### src/rtl/uft_pkg.sv
package uft_pkg;
  typedef enum logic [2:0] {ST_IDLE, ST_START, ST_DATA, ST_PAR, ST_STOP} tx_state_e;
  typedef enum logic [1:0] {PAR_ODD, PAR_EVEN, PAR_ONE, PAR_ZERO} par_kind_e;

  typedef struct packed {
    logic [2:0] last_idx;
    logic       par_en;
    par_kind_e  par_kind;
    logic       stop_long;
    logic       stop_half;
  } fmt_t;
endpackage

### src/rtl/uft_fmt_decode.sv
module uft_fmt_decode
  import uft_pkg::*;
(
  input  logic [5:0] ctrl_i,
  output fmt_t       fmt_o
);
  always_comb begin
    fmt_o.last_idx  = 3'd4 + {1'b0, ctrl_i[1:0]};
    fmt_o.par_en    = ctrl_i[3];
    fmt_o.par_kind  = par_kind_e'(ctrl_i[5:4]);
    fmt_o.stop_half = ctrl_i[2] && (ctrl_i[1:0] == 2'b00);
    fmt_o.stop_long = ctrl_i[2] && (ctrl_i[1:0] != 2'b00);
  end
endmodule

### src/rtl/uft_parity_gen.sv
module uft_parity_gen
  import uft_pkg::*;
#(
  parameter int DATA_W = 8
) (
  input  logic [DATA_W-1:0] data_i,
  input  logic [2:0]        last_idx_i,
  input  par_kind_e         kind_i,
  output logic              par_o
);
  logic [DATA_W-1:0] masked;

  for (genvar i = 0; i < DATA_W; i++) begin : g_mask
    assign masked[i] = data_i[i] & (i <= int'(last_idx_i));
  end

  logic xr;
  assign xr = ^masked;

  always_comb begin
    unique case (kind_i)
      PAR_ODD:  par_o = ~xr;
      PAR_EVEN: par_o = xr;
      PAR_ONE:  par_o = 1'b1;
      default:  par_o = 1'b0;
    endcase
  end
endmodule

### src/rtl/uft_tick_timer.sv
module uft_tick_timer #(
  parameter int CW = 5
) (
  input  logic          clk_i,
  input  logic          rst_ni,
  input  logic          clear_i,
  input  logic          tick_i,
  input  logic [CW-1:0] last_i,
  output logic          done_o
);
  logic [CW-1:0] cnt_q;

  assign done_o = tick_i && (cnt_q == last_i);

  always_ff @(posedge clk_i or negedge rst_ni) begin
    if (!rst_ni)                cnt_q <= '0;
    else if (clear_i || done_o) cnt_q <= '0;
    else if (tick_i)            cnt_q <= cnt_q + 1'b1;
  end
endmodule

### src/rtl/uart_frame_tx.sv
module uart_frame_tx
  import uft_pkg::*;
#(
  parameter int TICKS_PER_BIT = 16,
  parameter int DATA_W        = 8
) (
  input  logic              clk_i,
  input  logic              rst_ni,
  input  logic              tick_i,
  input  logic [6:0]        ctrl_i,
  input  logic [DATA_W-1:0] data_i,
  input  logic              valid_i,
  output logic              ready_o,
  output logic              tx_o,
  output logic              busy_o
);
  localparam int CW = $clog2(2 * TICKS_PER_BIT);
  localparam logic [CW-1:0] BIT_LAST  = CW'(TICKS_PER_BIT - 1);
  localparam logic [CW-1:0] HALF_LAST = CW'((TICKS_PER_BIT * 3) / 2 - 1);
  localparam logic [CW-1:0] LONG_LAST = CW'(2 * TICKS_PER_BIT - 1);

  tx_state_e         state_q;
  logic [DATA_W-1:0] shreg_q;
  logic [2:0]        idx_q, last_idx_q;
  logic              par_en_q, par_q;
  logic [CW-1:0]     stop_last_q;

  fmt_t fmt_d;
  logic par_d, accept, done, line;
  logic [CW-1:0] timer_last;

  uft_fmt_decode u_fmt (.ctrl_i(ctrl_i[5:0]), .fmt_o(fmt_d));

  uft_parity_gen #(.DATA_W(DATA_W)) u_par (
    .data_i(data_i), .last_idx_i(fmt_d.last_idx), .kind_i(fmt_d.par_kind), .par_o(par_d)
  );

  assign accept     = valid_i && (state_q == ST_IDLE);
  assign timer_last = (state_q == ST_STOP) ? stop_last_q : BIT_LAST;

  uft_tick_timer #(.CW(CW)) u_timer (
    .clk_i(clk_i), .rst_ni(rst_ni), .clear_i(accept), .tick_i(tick_i),
    .last_i(timer_last), .done_o(done)
  );

  always_ff @(posedge clk_i or negedge rst_ni) begin
    if (!rst_ni) begin
      state_q     <= ST_IDLE;
      shreg_q     <= '0;
      idx_q       <= '0;
      last_idx_q  <= '0;
      par_en_q    <= 1'b0;
      par_q       <= 1'b0;
      stop_last_q <= BIT_LAST;
    end else if (accept) begin
      state_q     <= ST_START;
      shreg_q     <= data_i;
      idx_q       <= '0;
      last_idx_q  <= fmt_d.last_idx;
      par_en_q    <= fmt_d.par_en;
      par_q       <= par_d;
      stop_last_q <= fmt_d.stop_half ? HALF_LAST : (fmt_d.stop_long ? LONG_LAST : BIT_LAST);
    end else if (done) begin
      unique case (state_q)
        ST_START: state_q <= ST_DATA;
        ST_DATA: begin
          shreg_q <= shreg_q >> 1;
          if (idx_q == last_idx_q) state_q <= par_en_q ? ST_PAR : ST_STOP;
          else                     idx_q   <= idx_q + 1'b1;
        end
        ST_PAR:  state_q <= ST_STOP;
        ST_STOP: state_q <= ST_IDLE;
        default: state_q <= ST_IDLE;
      endcase
    end
  end

  always_comb begin
    unique case (state_q)
      ST_START: line = 1'b0;
      ST_DATA:  line = shreg_q[0];
      ST_PAR:   line = par_q;
      default:  line = 1'b1;
    endcase
  end

  // break acts live, independent of frame state
  assign tx_o    = line & ~ctrl_i[6];
  assign ready_o = (state_q == ST_IDLE);
  assign busy_o  = ~ready_o;
endmodule

### config.mk
export PLATFORM = sky130hd
export DESIGN_NAME = uart_frame_tx
export DESIGN_NICKNAME = d
export VERILOG_FILES = /design/src/rtl/uft_pkg.sv /design/src/rtl/uft_fmt_decode.sv /design/src/rtl/uft_parity_gen.sv /design/src/rtl/uft_tick_timer.sv /design/src/rtl/uart_frame_tx.sv
export SDC_FILE = /design/constraint.sdc
export NUM_CORES = 1
export LEC_CHECK = 0
export ABC_AREA = 1
export BUFFER_PORTS_ARGS = -buffer_cell sky130_fd_sc_hd__buf_4
export CAP_MARGIN = 15
export CORE_AREA = 2 2 61 63
export DETAILED_ROUTE_END_ITERATION = 8
export DIE_AREA = 0 0 63 65
export GPL_TIMING_DRIVEN = 0
export SYNTH_ARGS = -nofsm -noshare
export SYNTH_HDL_FRONTEND = slang
export SYNTH_SLANG_ARGS = --single-unit
### constraint.sdc
create_clock -name clk_i -period 2.45 [get_ports clk_i]
set_clock_uncertainty 0.1 [all_clocks]
set_input_delay 0.49 -clock clk_i [delete_from_list [all_inputs] [get_ports clk_i]]
set_output_delay 0.49 -clock clk_i [all_outputs]
set_load 0.02 [all_outputs]
==> PnR_summary.wiki, run 1 <==
{| class="wikitable"
! Metric !! Value
|-
| Run status || finished, final reports clean
|-
| Final Hold Vio Count || 0
|-
| Share of final-layout standard cells stronger than drive strength 1 || around 23%
|-
| Worst endpoint required time || 1.86 ns
|-
| Sequential share of the synthesized area || a little over two fifths
|-
| Tightest hold margin || between 0.2 and 0.3 ns
|-
| TritonCTS clock tree || built
|-
| Worst Tran Pin Value || 0.3386 ns
|-
| Number of port buffers || 21
|-
| Endpoint arrival time on the critical path || between 1.5 and 2 ns
|-
| Worst setup slack after placement || between 0.4 and 0.5 ns
|-
| Worst IR drop on VDD || approximately 0.33 mV
|-
| Horizontal extent of the die || around 63 um
|-
| Remaining design rule violation count || 0
|-
| Iteration count of the initial detailed-routing pass || 4
|-
| Number of buffers on the longest clock path || 2
|-
| Min-delay worst type || input port to flip-flop
|-
| Series of cell instances along the critical path || buf_4 > nor3_4 > nand2_1 > a31o_2 > inv_1 > buf_4
|-
| Pins Over Slew Limit || 0
|-
| Category of the worst setup path launch point || flip-flop
|-
| Clock input transition at the sequential cells of the worst setup and hold paths || about 0.16 ns
|-
| Setup-violating endpoint count in the final report || 0
|-
| Number of fill cells in the layout || between 300 and 400
|-
| Footprint of the multi-input gates || ~730 sq um
|-
| Crit path largest cell delay || 0.39 ns
|-
| Class of the most critical setup path || flip-flop to output pin
|-
| RSZ-0062 raised after global routing || false
|-
| Post-Syn Instances || approximately 180
|-
| Source-to-sink clock delay at the later pin of the worst-skew pair || 0.33 ns
|-
| Net count of the finished layout || roughly 230
|-
| Tcrit/Tclk final || between 90% and 100%
|-
| Max-cap violation count || 0
|-
| Post-synthesis instance area || around 1500 sq um
|-
| Min Tclk post-route || 2.241 ns
|-
| Detailed router's first-iteration violation count || 21
|-
| Remaining global-route overflow || 0
|-
| Area occupied by registers || between 600 and 700 sq um
|-
| Number of nets with antenna violations after detailed routing || 0
|-
| Placement Cell Area || 1715 sq um
|-
| Die Ht || about 65 um
|-
| Die Outline Area || slightly above 4000 sq um
|-
| Placer Congestion || 0.8088
|-
| Max Clk Rate || roughly 450 MHz
|-
| Total non-filler cell area in the finished layout || about 1800 sq um
|-
| Antenna violations before repair || 0
|-
| Total via count after detailed routing || about 1,200
|-
| Post-CTS Hold Buffers || 1
|-
| Worst slew slack as a fraction of its limit || between 70% and 80%
|-
| Routed wire length || 2.903 mm
|-
| Avg Cell Area, Syn || roughly 8.1 sq um
|-
| Number of gates resized after CTS || 0
|-
| Critical-path maximum fanout || 8
|-
| Wire length per cell after detailed routing || between 10 and 15 um
|-
| Post-CTS Setup Bufs || 0
|-
| Number of core rows || 22
|-
| Initial Util || between 40% and 50%
|-
| Synthesis warning total || 0
|-
| Standard cell core area || around 3500 sq um
|-
| #FFs+latches synth || 26
|-
| Per-cell via count in the routed design || about 4.6
|-
| Post-Syn Nets || about 210
|-
| Cell at the root of the clock tree || sky130_fd_sc_hd__clkbuf_4
|-
| Crit. End Element || output pin
|-
| Antenna diodes || 0
|-
| Sink count of the clock tree || 26
|-
| Distinct cell type count after synthesis || 27
|-
| Final worst setup slack || 0.2088 ns
|-
| Cell with the biggest individual delay on the critical path || sky130_fd_sc_hd__dfrtp_1
|-
| Final core utilization || roughly half
|-
| Total CTS buffers || 3
|-
| Most common library cell in the layout ignoring fill and taps || sky130_fd_sc_hd__nand2_1
|-
| H-tree Lvls || 1
|-
| Largest net degree at the start of global routing || 27
|-
| Cell occurring most often along the worst timing path || sky130_fd_sc_hd__buf_4
|-
| All-Layer GR Usage || roughly 16%
|-
| Number of ports placed on the die boundary || 22
|-
| Total negative slack || 0 ns
|-
| Global-route wire length before repair || 5.230 mm
|-
| Vias in the first global route || roughly 1,200
|-
| Total half-perimeter wirelength after legalization and detailed placement || around 2.2 mm
|-
| Pwr per Cell Area || just over 1000 nW/um^2
|-
| Highest-count cells in the layout ignoring fill and taps || 55 x sky130_fd_sc_hd__nand2_1, 25 x sky130_fd_sc_hd__dfrtp_1, 22 x sky130_fd_sc_hd__buf_4, 22 x sky130_fd_sc_hd__inv_1
|-
| Leakage power || roughly 0.92 nW
|-
| Synth-to-Final Area Change || 18.71%
|}
logic make-up (layout without fill, tap and decap cells):
group	count (synthesis)	in the layout	synth area share [%]
multiplexers	4	4	2.673
flip-flops	26	26	43.53
AO/OA/AOI/OAI	27	27	12.53
buffers and inverters	27	53	7.686
adder cells (fa/ha/maj)	2	2	1.671
AND/OR/NAND/NOR	89	89	26.65
XOR/XNOR	9	9	5.263
cell usage after synthesis (all sizes together):
| master | instances | area share, % |
|---|---|---|
| xnor2 | 5 | 2.9 |
| xor2 | 4 | 2.3 |
| nand4 | 2 | 0.84 |
| mux2i | 4 | 2.7 |
| dfrtp | 25 | 42 |
| and3 | 1 | 0.42 |
| dfstp | 1 | 1.8 |
| a31o | 1 | 0.58 |
| nor3 | 3 | 1.8 |
| buf | 4 | 1.9 |
| o21ai | 23 | 11 |
| nand3 | 14 | 4.7 |
| inv | 23 | 5.8 |
| or2 | 2 | 0.84 |
| ha | 2 | 1.7 |
| nor2 | 9 | 2.8 |
| a21oi | 3 | 1.0 |
| nand2 | 58 | 15 |
report_power, final:
part	internal, W	total [W]	leakage (nW)	switching (W)
Combinational	0.000326	0.000784	0.571	0.000458
Clock	0.000165	0.000298	0.0279	0.000133
Sequential	0.000598	0.000721	0.326	0.000123
Total	0.00109	0.00180	0.925	0.000714
per-layer routing:
| metal | GRT usage, % | routed length, um |
|---|---|---|
| met1 | 19.14 | 1367 |
| met3 | 1.736 | 67 |
| met5 | 0 | 0 |
| met2 | 30.05 | 1440 |
| met4 | 5.000 | 27 |
worst paths after layout:
path                                   from                to  slack (ns)  depth (start not counted)
max                              state_q[2]              tx_o        0.21                          6
min                               data_i[7]        shreg_q[7]        0.27                          3
max reg2reg                u_timer.cnt_q[0]        shreg_q[5]        0.56                          8
min reg2reg                      shreg_q[7]        shreg_q[7]        0.40                          2
max in group asynchronous            rst_ni    stop_last_q[3]        1.46                          2
min in group asynchronous            rst_ni  u_timer.cnt_q[0]        0.49                          2
area by class of cell:
class	instances	area share (%)
plain buffers	4	1.619
clock buffers	3	1.267
clock inverters	1	1.689
inverters	23	4.856
multi-input cells	131	41.10
flip-flops and latches	26	36.66
well taps	48	3.378
repair buffers	22	9.430
stage by stage:
| step | power, W | instances |
|---|---|---|
| floorplan | 0.001311 | 184 |
| global placement | 0.001493 | 253 |
| detailed placement | 0.001525 | 253 |
| CTS | 0.001823 | 258 |
| global route | 0.001977 | 258 |
| finish | 0.001803 | 258 |
critical path, delay by kind of cell (launching register included):
family / cells / cell delay, ns
simple gates: 2 / 0.41
flops: 1 / 0.39
buf+inv: 3 / 0.34
compound gates: 1 / 0.20
registers in the layout, summed over array words and instances (netlist names):
| register | cells |
|---|---|
| par_en_q | 1 |
| idx_q | 3 |
| par_q | 1 |
| state_q | 3 |
| last_idx_q | 3 |
| u_timer.cnt_q | 5 |
| shreg_q | 8 |
| stop_last_q | 2 |
Power figures use the tool's default switching activity.
==> run 2: changes to the inputs <==
Settings changed: CORE_AREA 2 2 61 63 to 2 2 55 70, DIE_AREA 0 0 63 65 to 0 0 57 72.
==> run 2 against run 1 <==
  * Routed wire length decreased by 1.2%
  * Utilization increased by 0.24 points
  * Highest routed layer unchanged
  * Power decreased by 2.5%
  * Die area increased by 0.22%
  * Worst setup slack improved by 0.055 ns
  * Clock power decreased by 18%
  * Fmax increased by 2.5%
  * Global-route usage increased by 0.28 points
  * Critical endpoint unchanged
  * Flip-flop and latch count unchanged
  * Non-clock buffer count decreased by 1
==> PnR_summary.wiki, run 2 (same netlist as run 1, synthesis figures left out) <==
{| class="wikitable"
! Metric !! Value
|-
| Run status || finished, final reports clean
|-
| Total non-filler cell area in the finished layout || 1749 sq um
|-
| Die Outline Area || slightly above 4000 sq um
|-
| Layout Cells excl Fill || around 250
|-
| Share of final-layout standard cells stronger than drive strength 1 || roughly 22%
|-
| Largest net degree at the start of global routing || 27
|-
| Die Ht || about 72 um
|-
| Sink count of the clock tree || 26
|-
| Per-cell via count in the routed design || between 5 and 6
|-
| H-tree Lvls || 1
|-
| Total half-perimeter wirelength after legalization and detailed placement || between 2 and 2.5 mm
|-
| Pins Over Slew Limit || 0
|-
| Number of gates resized after CTS || 0
|-
| Number of core rows || 24
|-
| Worst IR drop on VDD || between 0.5 and 0.6 mV
|-
| Clock input transition at the sequential cells of the worst setup and hold paths || approximately 0.09 ns
|-
| Placement Cell Area || 1704 sq um
|-
| Met1 routing resource usage after global routing || between 10% and 20%
|-
| Met2 layer usage reported by global route || around 30%
|-
| Total negative slack || 0 ns
|-
| Busiest layer in global routing || met2
|-
| Number of nets with antenna violations after detailed routing || 0
|-
| Tcrit/Tclk final || about nine tenths
|-
| All-Layer GR Usage || 16.31%
|-
| Largest register FFs || 8
|-
| Critical R2R Launch || state_q[0]
|-
| Crit Reg-Reg Endpoint || shreg_q[7]
|-
| Area occupied by registers || between 600 and 700 sq um
|-
| Largest registers in the final layout || shreg_q x8, u_timer.cnt_q x5
|-
| Max Clk Rate || between 400 and 500 MHz
|-
| Horizontal extent of the die || 57 um
|-
| Largest reg by FF count || shreg_q
|-
| Vias in the first global route || about 1,300
|-
| Source-to-sink clock delay at the later pin of the worst-skew pair || 0.27 ns
|-
| TritonCTS clock tree || built
|-
| Iteration count of the initial detailed-routing pass || 4
|-
| Min-delay worst type || input port to async pin
|-
| Number of ports placed on the die boundary || 22
|-
| Startpoint of the worst setup timing path || state_q[2]
|-
| Leakage power || 0.9153 nW
|-
| Wire length per cell after detailed routing || 11.57 um
|-
| Total via count after detailed routing || between 1,000 and 1,500
|-
| Category of the worst setup path launch point || flip-flop
|-
| Initial Util || between 40% and 50%
|-
| Reg2Reg Depth || 9
|-
| Slack of the worst reg-to-reg path || between 0.5 and 0.6 ns
|-
| Post-CTS Hold Buffers || 0
|-
| Critical-path maximum fanout || 8
|-
| Placed Cells || 244
|-
| Pwr per Cell Area || approximately 1000 nW/um^2
|-
| Number of port buffers || 21
|-
| Antenna violations before repair || 0
|-
| Setup-violating endpoint count in the final report || 0
|-
| Crit. End Element || output pin
|-
| Cell at the root of the clock tree || sky130_fd_sc_hd__clkbuf_8
|-
| Number of buffers on the longest clock path || 2
|-
| Number of fill cells in the layout || 340
|-
| Worst Tran Pin Value || approximately 0.33 ns
|-
| Global-route wire length before repair || 5.375 mm
|-
| Tightest hold margin || around 0.016 ns
|-
| Worst endpoint required time || approximately 1.9 ns
|-
| RSZ-0062 raised after global routing || false
|-
| Total CTS buffers || 3
|-
| Remaining global-route overflow || 0
|-
| Footprint of the multi-input gates || 730.7 sq um
|-
| Detailed router's first-iteration violation count || 27
|-
| Remaining design rule violation count || 0
|-
| Final Hold Vio Count || 0
|-
| Standard cell core area || about 3400 sq um
|-
| Most common library cell in the layout ignoring fill and taps || sky130_fd_sc_hd__nand2_1
|-
| Routing usage on met3 || between 2 and 2.5%
|-
| Post-CTS Setup Bufs || 0
|-
| Worst slew slack as a fraction of its limit || between 70 and 80%
|-
| Antenna diodes || 0
|-
| Min Tclk post-route || approximately 2.2 ns
|-
| Endpoint arrival time on the critical path || 1.60 ns
|-
| Placer Congestion || approximately 0.73
|-
| Net count of the finished layout || 231
|-
| Highest-count cells in the layout ignoring fill and taps || 55 x sky130_fd_sc_hd__nand2_1, 25 x sky130_fd_sc_hd__dfrtp_1, 22 x sky130_fd_sc_hd__buf_4, 22 x sky130_fd_sc_hd__inv_1
|-
| Class of the most critical setup path || flip-flop to output pin
|-
| Max-cap violation count || 0
|-
| Synth-to-Final Area Change || 16.79%
|-
| Routed wire length || 2.869 mm
|}
run 2: cell types whose count changed in the layout (fill, tap and decap cells not counted), sizes merged:
cell	previous run	this run
bufinv	1	0
clkbuf	3	4
dlygate4sd3	1	0
run 2: worst max path at each step:
stage	end	slack (ns)	depth (start not counted)
finish	tx_o	0.26	6
global route	tx_o	0.18	6
CTS	tx_o	0.24	6
detailed placement	shreg_q[4]	0.49	8
global placement	shreg_q[4]	0.55	8
floorplan	shreg_q[4]	0.58	9
run 2: metal layers:
layer / share of wire (%) / wire, um
met2: 53 / 1528
met5: 0 / 0
met4: 0.70 / 20
met3: 3.5 / 101
met1: 42 / 1218
run 2: where the power goes:
group	leakage, nW	total [W]	switching (W)	internal, W
logic	0.567	0.000788	0.000462	0.000326
clock network	0.0228	0.000244	0.000128	0.000116
registers	0.326	0.000726	0.000127	0.000599
run 2: metrics by stage:
| stage | power (W) | setup WS, ns | utilization, % |
|---|---|---|---|
| 2_1_floorplan | 0.001311 | 0.5829 | - |
| 3_3_place_gp | 0.001491 | 0.5459 | 49.78 |
| 3_5_place_dp | 0.001537 | 0.4908 | 49.78 |
| 4_1_cts | 0.001779 | 0.2445 | 51.10 |
| 5_1_grt | 0.001931 | 0.1769 | 51.10 |
| 6_report | 0.001758 | 0.2640 | 51.10 |
run 2: area by class of cell:
| type | instances | share of cell area (%) |
|---|---|---|
| plain buffers | 4 | 1.645 |
| clock buffers | 4 | 2.575 |
| inverters | 23 | 4.936 |
| multi-input cells | 131 | 41.77 |
| flip-flops and latches | 26 | 37.27 |
| well taps | 39 | 2.790 |
| repair buffers | 21 | 9.013 |
run 2: critical path, cell delays in order (launching register included):
cell	delay, ns
sky130_fd_sc_hd__dfrtp_1	0.37
sky130_fd_sc_hd__buf_4	0.16
sky130_fd_sc_hd__nor3_4	0.31
sky130_fd_sc_hd__nand2_1	0.09
sky130_fd_sc_hd__a31o_2	0.21
sky130_fd_sc_hd__inv_1	0.05
sky130_fd_sc_hd__buf_4	0.13
==> run 3: changes to the inputs <==
==> constraint.sdc (replaced) <==
create_clock -name clk_i -period 2.45 [get_ports clk_i]
set_clock_uncertainty 0.1 [all_clocks]
set_input_delay 0.245 -clock clk_i [delete_from_list [all_inputs] [get_ports clk_i]]
set_output_delay 0.245 -clock clk_i [all_outputs]
set_load 0.02 [all_outputs]
==> run 3 against run 2 <==
  * Critical path depth did not move
  * Combinational power is essentially flat
  * Die area unchanged
  * Utilization rose by 0.29 points
  * Clock power about the same
  * Largest power group unchanged
==> PnR_summary.wiki, run 3 (same netlist as run 1, synthesis figures left out) <==
{| class="wikitable"
! Metric !! Value
|-
| Run status || finished, final reports clean
|-
| Crit. End Element || output pin
|-
| Standard cell core area || between 3000 and 4000 sq um
|-
| Worst Tran Pin Value || between 0.3 and 0.4 ns
|-
| Tightest hold margin || 0.09671 ns
|-
| Placer Congestion || 0.7270
|-
| Final Hold Vio Count || 0
|-
| Placed Cells || between 200 and 250
|-
| Total non-filler cell area in the finished layout || 1759 sq um
|-
| Largest registers in the final layout || shreg_q x8, u_timer.cnt_q x5
|-
| Antenna diodes || 0
|-
| Number of gates resized after CTS || 0
|-
| Max Clk Rate || 515.2 MHz
|-
| Reg2Reg Depth || 9
|-
| Total negative slack || 0 ns
|-
| Antenna violations before repair || 0
|-
| Highest-count cells in the layout ignoring fill and taps || 55 x sky130_fd_sc_hd__nand2_1, 25 x sky130_fd_sc_hd__dfrtp_1, 22 x sky130_fd_sc_hd__buf_4, 22 x sky130_fd_sc_hd__inv_1
|-
| Pins Over Slew Limit || 0
|-
| Share of final-layout standard cells stronger than drive strength 1 || around 22%
|-
| H-tree Lvls || 1
|-
| Clock input transition at the sequential cells of the worst setup and hold paths || around 0.09 ns
|-
| Number of ports placed on the die boundary || 22
|-
| Max-cap violation count || 0
|-
| Iteration count of the initial detailed-routing pass || 4
|-
| Largest net degree at the start of global routing || 27
|-
| Global-route wire length before repair || around 5.4 mm
|-
| Number of core rows || 24
|-
| Endpoint arrival time on the critical path || between 1.5 and 2 ns
|-
| Horizontal extent of the die || between 50 and 60 um
|-
| Cell at the root of the clock tree || sky130_fd_sc_hd__clkbuf_8
|-
| Post-CTS Setup Bufs || 0
|-
| Min Tclk post-route || a little under 2 ns
|-
| Crit Reg-Reg Endpoint || shreg_q[7]
|-
| Worst IR drop on VDD || 0.5074 mV
|-
| Hold-critical path endpoint || par_en_q
|-
| Worst setup slack after placement || about 0.55 ns
|-
| Routed wire length || about 2.9 mm
|-
| Series of cell instances along the critical path || buf_4 > nor3_4 > nand2_1 > a31o_2 > inv_1 > buf_4
|-
| TritonCTS clock tree || built
|-
| Number of cells on the worst hold path || 3
|-
| Pwr per Cell Area || roughly 1000 nW/um^2
|-
| Cell with the biggest individual delay on the critical path || sky130_fd_sc_hd__dfrtp_1
|-
| Leakage power || approximately 0.92 nW
|-
| Initial Util || 43.75%
|-
| Die Ht || 72 um
|-
| Worst slew slack as a fraction of its limit || approximately 78%
|-
| Worst endpoint required time || 2.11 ns
|-
| Setup-violating endpoint count in the final report || 0
|-
| Total via count after detailed routing || 1,245
|-
| Sink count of the clock tree || 26
|-
| Largest reg by FF count || shreg_q
|-
| Number of port buffers || 21
|-
| RSZ-0062 raised after global routing || false
|-
| Remaining design rule violation count || 0
|-
| Die Outline Area || a little over 4000 sq um
|-
| Remaining global-route overflow || 0
|-
| Most common library cell in the layout ignoring fill and taps || sky130_fd_sc_hd__nand2_1
|-
| Largest register FFs || 8
|-
| Per-cell via count in the routed design || roughly 5
|-
| Synth-to-Final Area Change || 17.46%
|-
| Net count of the finished layout || between 200 and 250
|-
| Detailed router's first-iteration violation count || 27
|-
| Critical R2R Launch || state_q[0]
|-
| Vias in the first global route || about 1,300
|-
| Number of nets with antenna violations after detailed routing || 0
|-
| Class of the most critical setup path || flip-flop to output pin
|-
| Cell occurring most often along the worst timing path || sky130_fd_sc_hd__buf_4
|-
| Tcrit/Tclk final || 79.23%
|-
| Category of the worst setup path launch point || flip-flop
|-
| Number of buffers on the longest clock path || 2
|-
| Final worst setup slack || about 0.51 ns
|-
| Total half-perimeter wirelength after legalization and detailed placement || roughly 2.3 mm
|-
| Layout Cells excl Fill || 249
|-
| Wire length per cell after detailed routing || roughly 12 um
|-
| Slack of the worst reg-to-reg path || approximately 0.55 ns
|-
| Hold path startpoint || ctrl_i[3]
|-
| Critical-path maximum fanout || 8
|-
| Crit path largest cell delay || 0.37 ns
|-
| All-Layer GR Usage || 16.31%
|-
| Placement Cell Area || 1704 sq um
|-
| Source-to-sink clock delay at the later pin of the worst-skew pair || 0.27 ns
|-
| Total CTS buffers || 3
|-
| Min-delay worst type || input port to flip-flop
|}
-- run 3: worst max-delay path, delay by kind of cell, from the launching register on --
kind                   cells  cell delay [ns]
DFF                        1             0.37
buffers and inverters      3             0.34
AOI/OAI and AO/OA          1             0.21
and+or+nand+nor            2             0.40
-- run 3: area by class of cell --
cell class	count	area (sq um)
buffer	4	28.78
timing repair buffer	22	167.7
clock buffer	4	45.04
tap	39	48.80
sequential	26	651.9
multi-input combinational	131	730.7
inverter	23	86.33
fill	339	1664
-- run 3: metal layers --
layer  GRT usage, %  wire length [um]  vias to the layer above
met3          2.139                98                        2
met4          6.202                20                        0
li1               -                 -                      637
met2          30.14              1528                       21
met1          18.94              1223                      585
met5              0                 0                        -
-- run 3: where the power goes --
group / internal [W] / switching (W) / total (W)
logic: 0.000327 / 0.000462 / 0.000789
registers: 0.000599 / 0.000127 / 0.000726
clock network: 0.000116 / 0.000128 / 0.000244
-- run 3: worst max-delay path by stage --
stage,startpoint,end,cells after the start
floorplan,state_q[0],shreg_q[4],9
global placement,state_q[0],shreg_q[4],9
detailed placement,state_q[0],shreg_q[4],9
CTS,state_q[2],tx_o,6
global route,state_q[0],shreg_q[7],9
finish,state_q[2],tx_o,6
-- run 3: timing repair --
| action | 4_1_cts | 5_1_grt |
|---|---|---|
| hold endpoints to repair | 25 | 0 |
| setup endpoints to repair | 0 | 0 |
| hold buffers | 1 | 0 |
-- run 3: metrics by stage --
step	power (W)	utilization (%)
after floorplan	0.001311	-
after global placement	0.001491	49.78
after detailed placement	0.001537	49.78
after CTS	0.001780	51.39
after global routing	0.001932	51.39
final	0.001759	51.39
